===== src/rtl/bwb_pkg.sv =====
package bwb_pkg;
  localparam int unsigned WORD_BYTES = 4;
  localparam int unsigned LANE_W     = 8;
  localparam int unsigned WORD_W     = WORD_BYTES * LANE_W;
  localparam int unsigned OFF_W      = $clog2(WORD_BYTES);

  typedef enum logic [2:0] {
    ST_IDLE,
    ST_RD_WAIT,
    ST_MERGE,
    ST_WR_WAIT,
    ST_RESP
  } seqState_t;

  typedef struct packed {
    logic capReq;   // latch the processor request
    logic capWord;  // latch the word returned by memory
    logic doMerge;  // fold the store byte into the latched word
  } dpStrobe_t;
endpackage


===== src/rtl/bwb_ctrl.sv =====
module bwb_ctrl
  import bwb_pkg::*;
(
  input  logic             clk,
  input  logic             rstN,
  input  logic             cpuReqValid,
  input  logic             cpuReqWrite,
  input  logic             cpuReqByte,
  input  logic [OFF_W-1:0] cpuReqOffset,
  output logic             cpuReqReady,
  output logic             cpuRspValid,
  output logic             cpuRspErr,
  output logic             memReqValid,
  input  logic             memReqReady,
  output logic             memReqWrite,
  input  logic             memRspValid,
  output dpStrobe_t        strobe
);

  seqState_t state, stateNext;
  logic opWrite;
  logic errReg;
  logic reqSent;
  logic badWordStore;
  logic readDone;

  assign badWordStore = cpuReqWrite && !cpuReqByte && (cpuReqOffset != '0);
  assign readDone     = (state == ST_RD_WAIT) && reqSent && memRspValid;

  always_comb begin
    stateNext = state;
    unique case (state)
      ST_IDLE: begin
        if (cpuReqValid) begin
          if (badWordStore)                   stateNext = ST_RESP;
          else if (cpuReqWrite && !cpuReqByte) stateNext = ST_WR_WAIT;
          else                                 stateNext = ST_RD_WAIT;
        end
      end
      ST_RD_WAIT: if (readDone) stateNext = opWrite ? ST_MERGE : ST_RESP;
      ST_MERGE:   stateNext = ST_WR_WAIT;
      ST_WR_WAIT: if (memReqReady) stateNext = ST_RESP;
      ST_RESP:    stateNext = ST_IDLE;
      default:    stateNext = ST_IDLE;
    endcase
  end

  always_ff @(posedge clk or negedge rstN) begin
    if (!rstN) begin
      state   <= ST_IDLE;
      opWrite <= 1'b0;
      errReg  <= 1'b0;
      reqSent <= 1'b0;
    end else begin
      state <= stateNext;
      if (state == ST_IDLE && cpuReqValid) begin
        opWrite <= cpuReqWrite;
        errReg  <= badWordStore;
      end
      if (readDone)
        reqSent <= 1'b0;
      else if (state == ST_RD_WAIT && memReqReady)
        reqSent <= 1'b1;
    end
  end

  assign cpuReqReady = (state == ST_IDLE);
  assign cpuRspValid = (state == ST_RESP);
  assign cpuRspErr   = (state == ST_RESP) && errReg;
  assign memReqValid = ((state == ST_RD_WAIT) && !reqSent) || (state == ST_WR_WAIT);
  assign memReqWrite = (state == ST_WR_WAIT);

  assign strobe.capReq  = (state == ST_IDLE) && cpuReqValid;
  assign strobe.capWord = readDone;
  assign strobe.doMerge = (state == ST_MERGE);

  // the response strobe lasts one cycle and returns to idle
  assert_rsp_pulse_R9: assert property (@(posedge clk) disable iff (!rstN)
    cpuRspValid |=> (!cpuRspValid && cpuReqReady));

  // no memory traffic or response while accepting requests
  assert_ready_idle_R8: assert property (@(posedge clk) disable iff (!rstN)
    cpuReqReady |-> (!memReqValid && !cpuRspValid));

  // a misaligned word store is answered at once with an error and no memory access
  assert_bad_store_err_R7: assert property (@(posedge clk) disable iff (!rstN)
    (cpuReqValid && cpuReqReady && cpuReqWrite && !cpuReqByte && (cpuReqOffset != '0))
      |=> (cpuRspValid && cpuRspErr && !memReqValid));

  // a stalled memory request is held
  assert_mem_hold_R1: assert property (@(posedge clk) disable iff (!rstN)
    (memReqValid && !memReqReady) |=> (memReqValid && $stable(memReqWrite)));

endmodule


===== src/rtl/bwb_datapath.sv =====
module bwb_datapath
  import bwb_pkg::*;
#(
  parameter int unsigned ADDR_W = 32,
  parameter int unsigned MEM_AW = 16
) (
  input  logic              clk,
  input  logic              rstN,
  input  dpStrobe_t         strobe,
  input  logic [ADDR_W-1:0] cpuReqAddr,
  input  logic [WORD_W-1:0] cpuReqWdata,
  input  logic              cpuReqWrite,
  input  logic              cpuReqByte,
  input  logic              cpuReqSigned,
  input  logic [WORD_W-1:0] memRspData,
  output logic [MEM_AW-1:0] memReqAddr,
  output logic [WORD_W-1:0] memReqWdata,
  output logic [WORD_W-1:0] cpuRspData
);

  localparam int unsigned KEEP_W = MEM_AW + OFF_W;

  logic [KEEP_W-1:0] addrReg;
  logic [WORD_W-1:0] wdataReg;
  logic [WORD_W-1:0] wordReg;
  logic              byteReg, signedReg, writeReg;

  logic [OFF_W-1:0]  offset;
  logic [LANE_W-1:0] laneBytes [WORD_BYTES];
  logic [WORD_W-1:0] rotWord;
  logic [LANE_W-1:0] selByte;
  logic [WORD_W-1:0] byteExt;
  logic [WORD_W-1:0] laneMask;
  logic [WORD_W-1:0] laneIns;
  logic [WORD_W-1:0] mergedWord;
  logic [4:0]        shiftAmt;

  assign offset   = addrReg[OFF_W-1:0];
  assign shiftAmt = {offset, 3'b000};

  for (genvar g = 0; g < WORD_BYTES; g++) begin : gLane
    logic [OFF_W-1:0] srcIdx;
    assign laneBytes[g] = wordReg[g*LANE_W +: LANE_W];
    assign srcIdx = offset + OFF_W'(g);
    assign rotWord[g*LANE_W +: LANE_W] = laneBytes[srcIdx];
  end

  assign selByte = laneBytes[offset];
  assign byteExt = signedReg ? {{(WORD_W-LANE_W){selByte[LANE_W-1]}}, selByte}
                             : {{(WORD_W-LANE_W){1'b0}}, selByte};

  assign laneMask   = ~({{(WORD_W-LANE_W){1'b0}}, {LANE_W{1'b1}}} << shiftAmt);
  assign laneIns    = {{(WORD_W-LANE_W){1'b0}}, wdataReg[LANE_W-1:0]} << shiftAmt;
  assign mergedWord = (wordReg & laneMask) | laneIns;

  always_ff @(posedge clk or negedge rstN) begin
    if (!rstN) begin
      addrReg   <= '0;
      wdataReg  <= '0;
      wordReg   <= '0;
      byteReg   <= 1'b0;
      signedReg <= 1'b0;
      writeReg  <= 1'b0;
    end else begin
      if (strobe.capReq) begin
        addrReg   <= cpuReqAddr[KEEP_W-1:0];
        wdataReg  <= cpuReqWdata;
        byteReg   <= cpuReqByte;
        signedReg <= cpuReqSigned;
        writeReg  <= cpuReqWrite;
      end
      if (strobe.capWord)
        wordReg <= memRspData;
      else if (strobe.doMerge)
        wordReg <= mergedWord;
    end
  end

  assign memReqAddr  = addrReg[KEEP_W-1:OFF_W];
  assign memReqWdata = byteReg ? wordReg : wdataReg;
  assign cpuRspData  = writeReg ? '0 : (byteReg ? byteExt : rotWord);

  // the merge step only alters the addressed lane
  assert_merge_lane_R4: assert property (@(posedge clk) disable iff (!rstN)
    strobe.doMerge |=> ((wordReg & $past(laneMask)) == ($past(wordReg) & $past(laneMask))));

endmodule


===== src/rtl/byte_word_bridge.sv =====
module byte_word_bridge
  import bwb_pkg::*;
#(
  parameter int unsigned ADDR_W = 32,
  parameter int unsigned MEM_AW = 16
) (
  input  logic              clk,
  input  logic              rstN,
  input  logic              cpuReqValid,
  output logic              cpuReqReady,
  input  logic              cpuReqWrite,
  input  logic              cpuReqByte,
  input  logic              cpuReqSigned,
  input  logic [ADDR_W-1:0] cpuReqAddr,
  input  logic [31:0]       cpuReqWdata,
  output logic              cpuRspValid,
  output logic [31:0]       cpuRspData,
  output logic              cpuRspErr,
  output logic              memReqValid,
  input  logic              memReqReady,
  output logic              memReqWrite,
  output logic [MEM_AW-1:0] memReqAddr,
  output logic [31:0]       memReqWdata,
  input  logic              memRspValid,
  input  logic [31:0]       memRspData
);

  dpStrobe_t strobe;

  bwb_ctrl u_ctrl (
    .clk          (clk),
    .rstN         (rstN),
    .cpuReqValid  (cpuReqValid),
    .cpuReqWrite  (cpuReqWrite),
    .cpuReqByte   (cpuReqByte),
    .cpuReqOffset (cpuReqAddr[OFF_W-1:0]),
    .cpuReqReady  (cpuReqReady),
    .cpuRspValid  (cpuRspValid),
    .cpuRspErr    (cpuRspErr),
    .memReqValid  (memReqValid),
    .memReqReady  (memReqReady),
    .memReqWrite  (memReqWrite),
    .memRspValid  (memRspValid),
    .strobe       (strobe)
  );

  bwb_datapath #(.ADDR_W(ADDR_W), .MEM_AW(MEM_AW)) u_dp (
    .clk          (clk),
    .rstN         (rstN),
    .strobe       (strobe),
    .cpuReqAddr   (cpuReqAddr),
    .cpuReqWdata  (cpuReqWdata),
    .cpuReqWrite  (cpuReqWrite),
    .cpuReqByte   (cpuReqByte),
    .cpuReqSigned (cpuReqSigned),
    .memRspData   (memRspData),
    .memReqAddr   (memReqAddr),
    .memReqWdata  (memReqWdata),
    .cpuRspData   (cpuRspData)
  );

  // address and data of a stalled memory request do not move
  assert_mem_addr_hold_R1: assert property (@(posedge clk) disable iff (!rstN)
    (memReqValid && !memReqReady) |=> ($stable(memReqAddr) && $stable(memReqWdata)));

endmodule


===== config.mk =====
export PLATFORM = sky130hd
export DESIGN_NAME = byte_word_bridge
export DESIGN_NICKNAME = d
export VERILOG_FILES = /design/src/rtl/bwb_pkg.sv /design/src/rtl/bwb_ctrl.sv /design/src/rtl/bwb_datapath.sv /design/src/rtl/byte_word_bridge.sv
export SDC_FILE = /design/constraint.sdc
export NUM_CORES = 1
export LEC_CHECK = 0
export BUFFER_PORTS_ARGS = -buffer_cell sky130_fd_sc_hd__buf_2
export CAP_MARGIN = 20
export CORE_MARGIN = 5
export CORE_UTILIZATION = 40
export CTS_CLUSTER_DIAMETER = 30
export DETAILED_ROUTE_END_ITERATION = 10
export GPL_TIMING_DRIVEN = 1
export PLACE_DENSITY = 0.69
export SLEW_MARGIN = 0
export SYNTH_ARGS = -nofsm -noshare
export SYNTH_HDL_FRONTEND = slang
export SYNTH_SLANG_ARGS = --single-unit

===== constraint.sdc =====
create_clock -name clk -period 4.7 [get_ports clk]
set_clock_uncertainty 0.2 [all_clocks]
set_input_delay 0.47 -clock clk [delete_from_list [all_inputs] [get_ports clk]]
set_output_delay 0.47 -clock clk [all_outputs]
set_load 0.05 [all_outputs]

==> run_results.csv, run 1 <==
group,metric,value,unit
critical_path,rr_worst_depth,3,
critical_path,crit_family,"buffers and inverters",
timing,fin_crit_sh,0.821,
grt,grt_pass1_wl,26900,um
final_layout,num_antenna_cells,0,
logic_synthesis,synth.distinct_cells,42,
timing,hold_viol,0,
grt,grt_use_total,0.208,
logic_synthesis,synth_area,5750,um2
timing,worst_pin_slew,0.949,ns
logic_synthesis,ys_seq_elements,90,
drt,vias,4562,
timing,rsz0062_at_grt,"no",
drt,drcViolationCount,0,
drt,drtAntennaViolNets,0,
floorplan,row_count,43,
logic_synthesis,synth-xor-area-share,0,
critical_path,path_depth,7,
timing,max_freq,0.259,GHz
worst_hold_path,hold_path_depth,2,
placed_design,gp_congestion,0.873,
grt,grt_overflow,0,
drt,wl,17400,um
timing,holdWs,0.130,ns
floorplan,io_pins,189,
logic_synthesis,synthMuxAreaShare,0.303,
logic_synthesis,syn_inst,476,
floorplan,die_h,130,um
grt,antenna_found_initial,3,
critical_path,cp-end-kind,"primary output",
clock_tree,cts_root_buf,"clkbuf_16",
logic_synthesis,yosys.area_share.simple,0.0847,
final_layout,fin_nets,718,
critical_path,path_cells,"inv_1, ha_1, buf_4, mux2i_1, o22a_1, a21oi_1, buf_2",
critical_path,cp.arrival,3.19,ns
run,cap_violations,0,
drt,drt_iter0_drc,378,
logic_synthesis,yosysSeqAreaShare,0.392,
final_layout,mostFrequentLayoutCell,"buf_2",
timing,setup_viol,0,
logic_synthesis,async_reset_ff_frac,1.00,
grt,grt_pass1_vias,4804,
timing,slew_headroom,0.368,
timing,timing.final.crit_period,3.86,ns
critical_path,crit_path_max_incr_delay,0.85,ns
clock_tree,numClockSinks,90,
critical_path,path_class,"flip-flop to primary output",
clock_tree,cts_tree,"built",
clock_tree,clkTransAtPathRegs,0.07,ns
logic_synthesis,syn_nets,584,
clock_tree,clock_path_buffers,2,
clock_tree,htreeDepth,3,
critical_path,crit_fanout,32,
floorplan,core_area,14000,um2
floorplan,die_w,130,um
grt,grt_max_degree,56,
logic_synthesis,synthAdderAreaFrac,0.00871,
floorplan,die_area,16900,um2
final_layout,layout_common_cells,"buf_2 (173), dfrtp_1 (89), mux2i_1 (50)",
clock_tree,insertion_delay,0.35,ns
placed_design,port_buffers,174,
logic_synthesis,synth.avg_cell_area,12.1,um2
logic_synthesis,synth_ff_type,"dfrtp_1",
clock_tree,cts_buffers,9,
drt,routed_via_density,5.74,
critical_path,crit_required,4.03,ns
logic_synthesis,synth_edf_count,0,
drt,wire_per_inst,21.9,um
worst_hold_path,min_path_type,"input port to flip-flop",
final_layout,syn2layout_area_growth,17.4,%
timing,final.setup.tns,0,ns
logic_synthesis,synth_compound_area_frac,0.133,
final_layout,drive_above_1_share,0.455,
run_status,status,"completed",
drt,firstDrtPassIters,5,
logic_synthesis,ys_warn_count,0,
critical_path,critPathBufInv,3,
timing,slew_violations,0,
critical_path,cpMaxStageDelayCell,"dfrtp_1",
placed_design,dp_hpwl,12600,um
logic_synthesis,synth_top_family_by_area,"multiplexers",
floorplan,initial_utilization,0.411,
critical_path,cp-start-kind,"flip-flop",
==> cell usage after synthesis, types with 5 or more instances <==
master,count,area (um2)
buf_2,20,100
nand3b_1,6,45.0
dfrtp_1,90,2250
mux2_2,32,360
and3_1,18,113
mux4_2,7,158
buf_12,5,100
mux2_1,11,124
a21oi_1,26,130
buf_4,18,135
mux2i_1,50,500
and2_1,10,62.6
inv_1,5,18.8
clkbuf_1,7,26.3
nand2_1,11,41.3
o22a_1,25,219
a221o_1,32,320
mux2_4,40,601
nor2_1,19,71.3
==> logic make-up (layout without fill, tap and decap cells) <==
kind of cell / Yosys count / after routing
adder cells (fa/ha/maj): 4 / 4
multiplexers: 140 / 140
buffers and inverters: 62 / 201
AO/OA/AOI/OAI: 97 / 97
AND/OR/NAND/NOR: 83 / 83
flip-flops: 90 / 90
==> routing by layer <==
metal  global-route usage  part of all wire
met5                    0            0.0016
met4               0.0623             0.016
met3               0.0618             0.080
met2                0.340              0.48
met1                0.269              0.42
==> registers in the layout (all words and copies together) (netlist names) <==
| signal | flops |
|---|---|
| u_ctrl.reqSent | 1 |
| u_dp.byteReg | 1 |
| u_ctrl.state | 3 |
| u_dp.wordReg | 32 |
| u_dp.addrReg | 18 |
| u_dp.writeReg | 1 |
| u_dp.wdataReg | 32 |
| u_ctrl.errReg | 1 |
| u_dp.signedReg | 1 |
==> path summary, 6_finish.rpt <==
path / slack (ns) / start / to
worst min register to register: 0.28 / u_dp.addrReg[5] / u_dp.addrReg[5]
max in group asynchronous: 2.81 / rstN / u_dp.wdataReg[11]
min in group asynchronous: 0.50 / rstN / u_dp.addrReg[5]
worst max-delay path: 0.84 / u_dp.addrReg[0] / cpuRspData[25]
worst max register to register: 2.21 / u_ctrl.state[1] / u_dp.addrReg[12]
worst min-delay path: 0.13 / cpuReqAddr[8] / u_dp.addrReg[8]
==> final cells by class <==
cell class	count	area, um2
clock buffer	10	239
clock inverter	6	41.3
fill	1308	7240
inverter	5	18.8
multi-input combinational	324	3050
sequential	90	2250
tap	180	225
timing repair buffer	180	921
==> through the flow <==
step           cell area (um2)  setup WS, ns   util  cells
2_1_floorplan             5750          1.34      -    476
3_3_place_gp              6450          1.34  0.461    778
3_5_place_dp              6450          1.25  0.461    778
4_1_cts                   6740         0.858  0.482    795
5_1_grt                   6740         0.639  0.482    795
6_report                  6740         0.841  0.482    795
==> timing repair <==
action	CTS	global route
setup buffers	0	0
hold buffers	1	0
hold endpoints to repair	4	0
resized for setup	0	0
Power of run 1 is left out: the tool's default activity adds up to more than one toggle a clock period on the data nets, which glitch-free logic cannot reach.
==> run 2: changes to the inputs <==
--- a/config.mk
+++ b/config.mk
@@ -12,7 +12,7 @@
 export CTS_CLUSTER_DIAMETER = 30
 export DETAILED_ROUTE_END_ITERATION = 10
 export GPL_TIMING_DRIVEN = 1
-export PLACE_DENSITY = 0.69
+export PLACE_DENSITY = 0.71
 export SLEW_MARGIN = 0
 export SYNTH_ARGS = -nofsm -noshare
 export SYNTH_HDL_FRONTEND = slang
==> constraint.sdc (replaced) <==
create_clock -name clk -period 3.5 [get_ports clk]
set_clock_uncertainty 0.2 [all_clocks]
set_input_delay 0.35 -clock clk [delete_from_list [all_inputs] [get_ports clk]]
set_output_delay 0.35 -clock clk [all_outputs]
set_load 0.05 [all_outputs]
==> run 2 against run 1 <==
Clock-buffer cell count decreased by 1. Critical path type unchanged. Setup slack got worse by 0.59 ns. Highest routed layer unchanged. Via count decreased by 0.42%. Cell count is 0.50% higher. Sequential cell count is the same. Global-route usage decreased by 0.25 points. Register-to-register slack worse by 1.2 ns. Critical path depth stayed put. Die area is the same. Wire length is 2.1% lower.
==> run_results.csv, run 2 (synthesized netlist as in run 1, its figures left out) <==
group,metric,value,unit
timing,setup_viol,0,
final_layout,reg_top3,"u_dp.wdataReg: 32 flops, u_dp.wordReg: 32 flops, u_dp.addrReg: 18 flops",
grt,gr-usage-met2,0.326,
run_status,status,"completed",
grt,antenna_found_initial,2,
drt,routed_via_density,5.69,
grt,grt_pass1_wl,26600,um
clock_tree,post_cts_buffers,0,
timing,worst_pin_slew,0.933,ns
final_layout,num_antenna_cells,0,
critical_path,cp-start-kind,"flip-flop",
floorplan,die_w,130,um
floorplan,core_area,14000,um2
critical_path,cp.arrival,2.70,ns
clock_tree,cts_buffers,9,
placed_design,port_buffers,174,
floorplan,row_count,43,
floorplan,die_h,130,um
grt,grt_use_total,0.206,
timing,slew_headroom,0.378,
clock_tree,cts_root_buf,"clkbuf_16",
final_layout,fin_nets,722,
worst_hold_path,min_path_type,"input port to flip-flop",
floorplan,initial_utilization,0.411,
clock_tree,insertion_delay,0.35,ns
clock_tree,numClockSinks,90,
drt,wl,17100,um
drt,drtAntennaViolNets,0,
clock_tree,clock_path_buffers,2,
timing,timing.final.crit_period,3.25,ns
placed_design,gp_congestion,0.894,
timing,fin_crit_sh,0.929,
critical_path,crit_required,2.95,ns
final_layout,syn2layout_area_growth,18.7,%
floorplan,io_pins,189,
critical_path,cp-end-kind,"primary output",
drt,vias,4543,
timing,max_freq,0.308,GHz
clock_tree,htreeDepth,3,
drt,drt_iter0_drc,413,
final_layout,drive_above_1_share,0.459,
grt,grt_busiest_layer,"met2",
floorplan,die_area,16900,um2
final_layout,mostFrequentLayoutCell,"buf_2",
placed_design,dp_hpwl,12800,um
grt,grt_pass1_vias,4789,
grt,grt_max_degree,53,
clock_tree,cts_tree,"built",
critical_path,crit_fanout,32,
clock_tree,cts-hold-fix-buffers,1,
drt,firstDrtPassIters,5,
run,cap_violations,0,
final_layout,layout_common_cells,"buf_2 (173), dfrtp_1 (89), mux2i_1 (50)",
grt,grt_overflow,0,
timing,rsz0062_at_grt,"no",
grt,grt.met3_usage,0.0524,
timing,slew_violations,0,
clock_tree,clkTransAtPathRegs,0.07,ns
grt,use_met1,0.269,
drt,drcViolationCount,0,
critical_path,path_class,"flip-flop to primary output",
drt,wire_per_inst,21.4,um
timing,final.setup.tns,0,ns
clock_tree,cts.repair.resized,0,
timing,hold_viol,0,
[run 2: cell count changes in the layout (fill, tap and decap cells not counted), sizes merged]
| cell | before | now |
|---|---|---|
| inv | 6 | 7 |
| clkinvlp | 0 | 1 |
| clkinv | 5 | 2 |
| bufinv | 0 | 2 |
| clkbuf | 10 | 9 |
| buf | 179 | 183 |
[run 2: area by class of cell]
| class | instances | area [um2] |
|---|---|---|
| inverters | 5 | 18.8 |
| flip-flops and latches | 90 | 2250 |
| clock inverters | 7 | 98.8 |
| well taps | 180 | 225 |
| fillers | 1286 | 7170 |
| repair buffers | 184 | 951 |
| clock buffers | 9 | 225 |
| multi-input cells | 324 | 3050 |
[run 2: per-layer routing]
metal | up-vias | routed length [um]
met1 | 2231 | 7130
met2 | 212 | 8050
met4 | 4 | 538
li1 | 2054 | -
met3 | 42 | 1340
met5 | - | 28
[run 2: critical path: stages, from the launching register on]
cell and delay, ns:
dfrtp_2 0.56, inv_1 0.14, ha_1 0.31, buf_4 0.45, mux2i_1 0.15, o22a_1 0.23
a21oi_1 0.19, buf_2 0.30
[run 2: metrics by stage]
stage | std cells | instance area, um2 | hold WS (ns) | setup slack, ns | util
2_1_floorplan | 476 | 5750 | -0.146 | 0.260 | -
3_3_place_gp | 782 | 6480 | 0.118 | 0.674 | 0.464
5_1_grt | 799 | 6820 | 0.0151 | 0.0787 | 0.487
4_1_cts | 799 | 6820 | 0.00360 | 0.240 | 0.487
3_5_place_dp | 782 | 6480 | 0.130 | 0.620 | 0.464
6_report | 799 | 6820 | 0.0149 | 0.250 | 0.487
[run 2: worst paths after layout]
path,cells past startpoint,slack [ns],end,start
worst min-delay path,2,0.01,u_dp.addrReg[8],cpuReqAddr[8]
max in group asynchronous,3,2.00,u_dp.wdataReg[16],rstN
min in group asynchronous,2,0.28,u_dp.wordReg[7],rstN
worst min register to register,1,0.28,u_dp.addrReg[8],u_dp.addrReg[8]
worst max register to register,3,1.01,u_dp.addrReg[12],u_ctrl.state[1]
worst max-delay path,7,0.25,cpuRspData[29],u_dp.addrReg[1]
Power of run 2 is left out for the same reason.
==> run 3: changes to the inputs <==
--- a/config.mk
+++ b/config.mk
@@ -5,6 +5,7 @@
 export SDC_FILE = /design/constraint.sdc
 export NUM_CORES = 1
 export LEC_CHECK = 0
+export ABC_AREA = 1
 export BUFFER_PORTS_ARGS = -buffer_cell sky130_fd_sc_hd__buf_2
 export CAP_MARGIN = 20
 export CORE_MARGIN = 5
==> run 3 against run 2 <==
Synthesized area hardly changed. Setup slack better by 0.12 ns. Register-to-register slack better by 0.28 ns. Design area grew 1.4%. Maximum frequency rose by 3.9%. Highest routed layer unchanged. Critical path type unchanged. Utilization increased by 0.66 points.
==> run_results.csv, run 3 <==
group,metric,value,unit
run_status,status,"completed",
placed_design,gp_congestion,0.916,
logic_synthesis,syn_nets,997,
drt,wl,18200,um
timing,worst_pin_slew,0.913,ns
floorplan,initial_utilization,0.411,
critical_path,rr_worst_depth,7,
critical_path,crit_required,2.95,ns
grt,grt_use_total,0.216,
clock_tree,cts_tree,"built",
clock_tree,numClockSinks,90,
floorplan,row_count,43,
drt,drt_iter0_drc,479,
placed_design,place_worst_setup_slack,0.772,ns
timing,setup_viol,0,
logic_synthesis,synth_top_area_cell,"dfrtp_1",
drt,firstDrtPassIters,5,
placed_design,port_buffers,174,
placed_design,placedCellCount,1183,
clock_tree,insertion_delay,0.34,ns
floorplan,die_area,16900,um2
drt,drtAntennaViolNets,0,
drt,highest_layer,"met5",
floorplan,die_h,130,um
final_layout,mostFrequentLayoutCell,"nand2_1",
final_layout,reg_top3,"u_dp.wdataReg: 32 flops, u_dp.wordReg: 32 flops, u_dp.addrReg: 18 flops",
floorplan,core_area,14000,um2
timing,hold_viol,0,
logic_synthesis,syn_inst,889,
clock_tree,cts_root_buf,"clkbuf_16",
critical_path,cp-start-kind,"flip-flop",
final_layout,drive_above_1_share,0.206,
critical_path,crit_fanout,69,
logic_synthesis,yosys-top-cells-count,"nand2_1 (321), nand3_1 (117), dfrtp_1 (90), o21ai_0 (90), nor2_1 (85)",
drt,route.met2.wl,7900,um
logic_synthesis,synth_ff_type,"dfrtp_1",
final_layout,fin_nets,1123,
clock_tree,clock_path_buffers,2,
timing,timing.final.crit_period,3.13,ns
logic_synthesis,ys_seq_elements,90,
drt,wire_per_inst,15.1,um
final_layout,layout_common_cells,"nand2_1 (320), buf_2 (173), nand3_1 (117)",
timing,finalWorstSetupSlack,0.373,ns
critical_path,cp.arrival,2.58,ns
grt,antenna_found_initial,1,
timing,slew_violations,0,
grt,grt_pass1_wl,28700,um
logic_synthesis,synth.avg_cell_area,6.46,um2
worst_hold_path,hold_path_depth,3,
logic_synthesis,synth_edf_count,0,
timing,max_freq,0.320,GHz
drt,vias,6002,
logic_synthesis,yosys-top-cells-area,"dfrtp_1 (39%), nand2_1 (21%), nand3_1 (10%), o21ai_0 (7.8%), nor2_1 (5.6%)",
clock_tree,cts_buffers,9,
timing,slew_headroom,0.389,
drt,drcViolationCount,0,
logic_synthesis,async_reset_ff_frac,1.00,
grt,grt_overflow,0,
critical_path,cp-end-kind,"primary output",
critical_path,path_class,"flip-flop to primary output",
logic_synthesis,ys_warn_count,0,
final_layout,instances_no_fill,1200,
logic_synthesis,synth.distinct_cells,24,
final_layout,num_antenna_cells,0,
grt,grt_pass1_vias,5558,
clock_tree,clkTransAtPathRegs,0.07,ns
clock_tree,htreeDepth,3,
timing,rsz0062_at_grt,"no",
worst_hold_path,min_path_type,"input port to flip-flop",
drt,routed_via_density,5.00,
timing,final.setup.tns,0,ns
drt,met1_length,8080,um
final_layout,syn2layout_area_growth,20.3,%
drt,dr_wl_met3,1570,um
run,cap_violations,0,
floorplan,die_w,130,um
logic_synthesis,synth_area,5740,um2
logic_synthesis,yosysSeqAreaShare,0.392,
grt,grt_max_degree,70,
logic_synthesis,yosysTopAreaCellShare,0.392,
floorplan,io_pins,189,
timing,fin_crit_sh,0.893,
placed_design,dp_hpwl,13500,um
logic_synthesis,synth_most_common_cell,"nand2_1",
[run 3: changes by cell type after synthesis, moves of 10 or more]
cell,before,now
clkbuf_1,7,33
inv_1,5,68
o22a_1,25,0
nor2_1,19,85
mux2_4,40,0
mux2_2,32,0
nand3_1,4,117
and2_1,10,0
mux2_1,11,0
and3_1,18,1
a221o_1,32,0
mux2i_1,50,0
nand2_1,11,321
o21ai_0,0,90
[run 3: final timing paths]
kind                                 startpoint               end  slack, ns
worst max-delay path            u_dp.addrReg[0]    cpuRspData[16]       0.37
worst min-delay path              cpuReqAddr[5]   u_dp.addrReg[5]       0.03
worst max register to register  u_ctrl.state[1]  u_dp.wordReg[30]       1.29
worst min register to register  u_dp.addrReg[8]   u_dp.addrReg[8]       0.27
max in group asynchronous                  rstN   u_dp.addrReg[9]       2.01
min in group asynchronous                  rstN   u_dp.addrReg[7]       0.31
[run 3: worst max-delay path, stage by stage, from the launching register on]
cell     delay, ns
dfrtp_1       0.34
buf_4         0.49
nand2_1       0.14
nand3_1       0.14
nand3_1       0.09
nand2_1       0.06
nand2_1       0.40
nor2_1        0.27
buf_2         0.30
[run 3: final cells by class]
| type | count | area, um2 |
|---|---|---|
| flip-flops and latches | 90 | 2250 |
| fillers | 1475 | 7080 |
| clock inverters | 7 | 126 |
| repair buffers | 187 | 973 |
| inverters | 72 | 273 |
| clock buffers | 9 | 225 |
| multi-input cells | 655 | 2840 |
| well taps | 180 | 225 |
[run 3: cell families (layout without fill, tap and decap cells)]
logic type / Yosys count / in the layout / share of synthesized area
AO/OA/AOI/OAI: 120 / 120 / 0.105
adder cells (fa/ha/maj): 4 / 4 / 0.00871
flip-flops: 90 / 90 / 0.392
AND/OR/NAND/NOR: 531 / 531 / 0.379
buffers and inverters: 144 / 275 / 0.115
[run 3: layer usage]
metal	vias up	global-route usage
li1	3038	-
met1	2671	0.307
met2	254	0.322
met3	37	0.0516
met4	2	0.0782
met5	-	0
[run 3: metrics by stage]
stage	instance area (um2)	utilization	hold slack, ns
after global placement	6550	0.468	0.139
after global routing	6910	0.494	0.0409
final	6910	0.494	0.0324
after floorplan	5740	-	-0.146
after CTS	6910	0.494	0.0241
after detailed placement	6550	0.468	0.148
[run 3: repair_timing]
action / 4_1_cts / 5_1_grt
endpoints found under the hold margin: 35 / 0
setup buffers: 0 / 0
hold buffers: 1 / 0
resized for setup: 0 / 0
Power of run 3 is left out for the same reason.
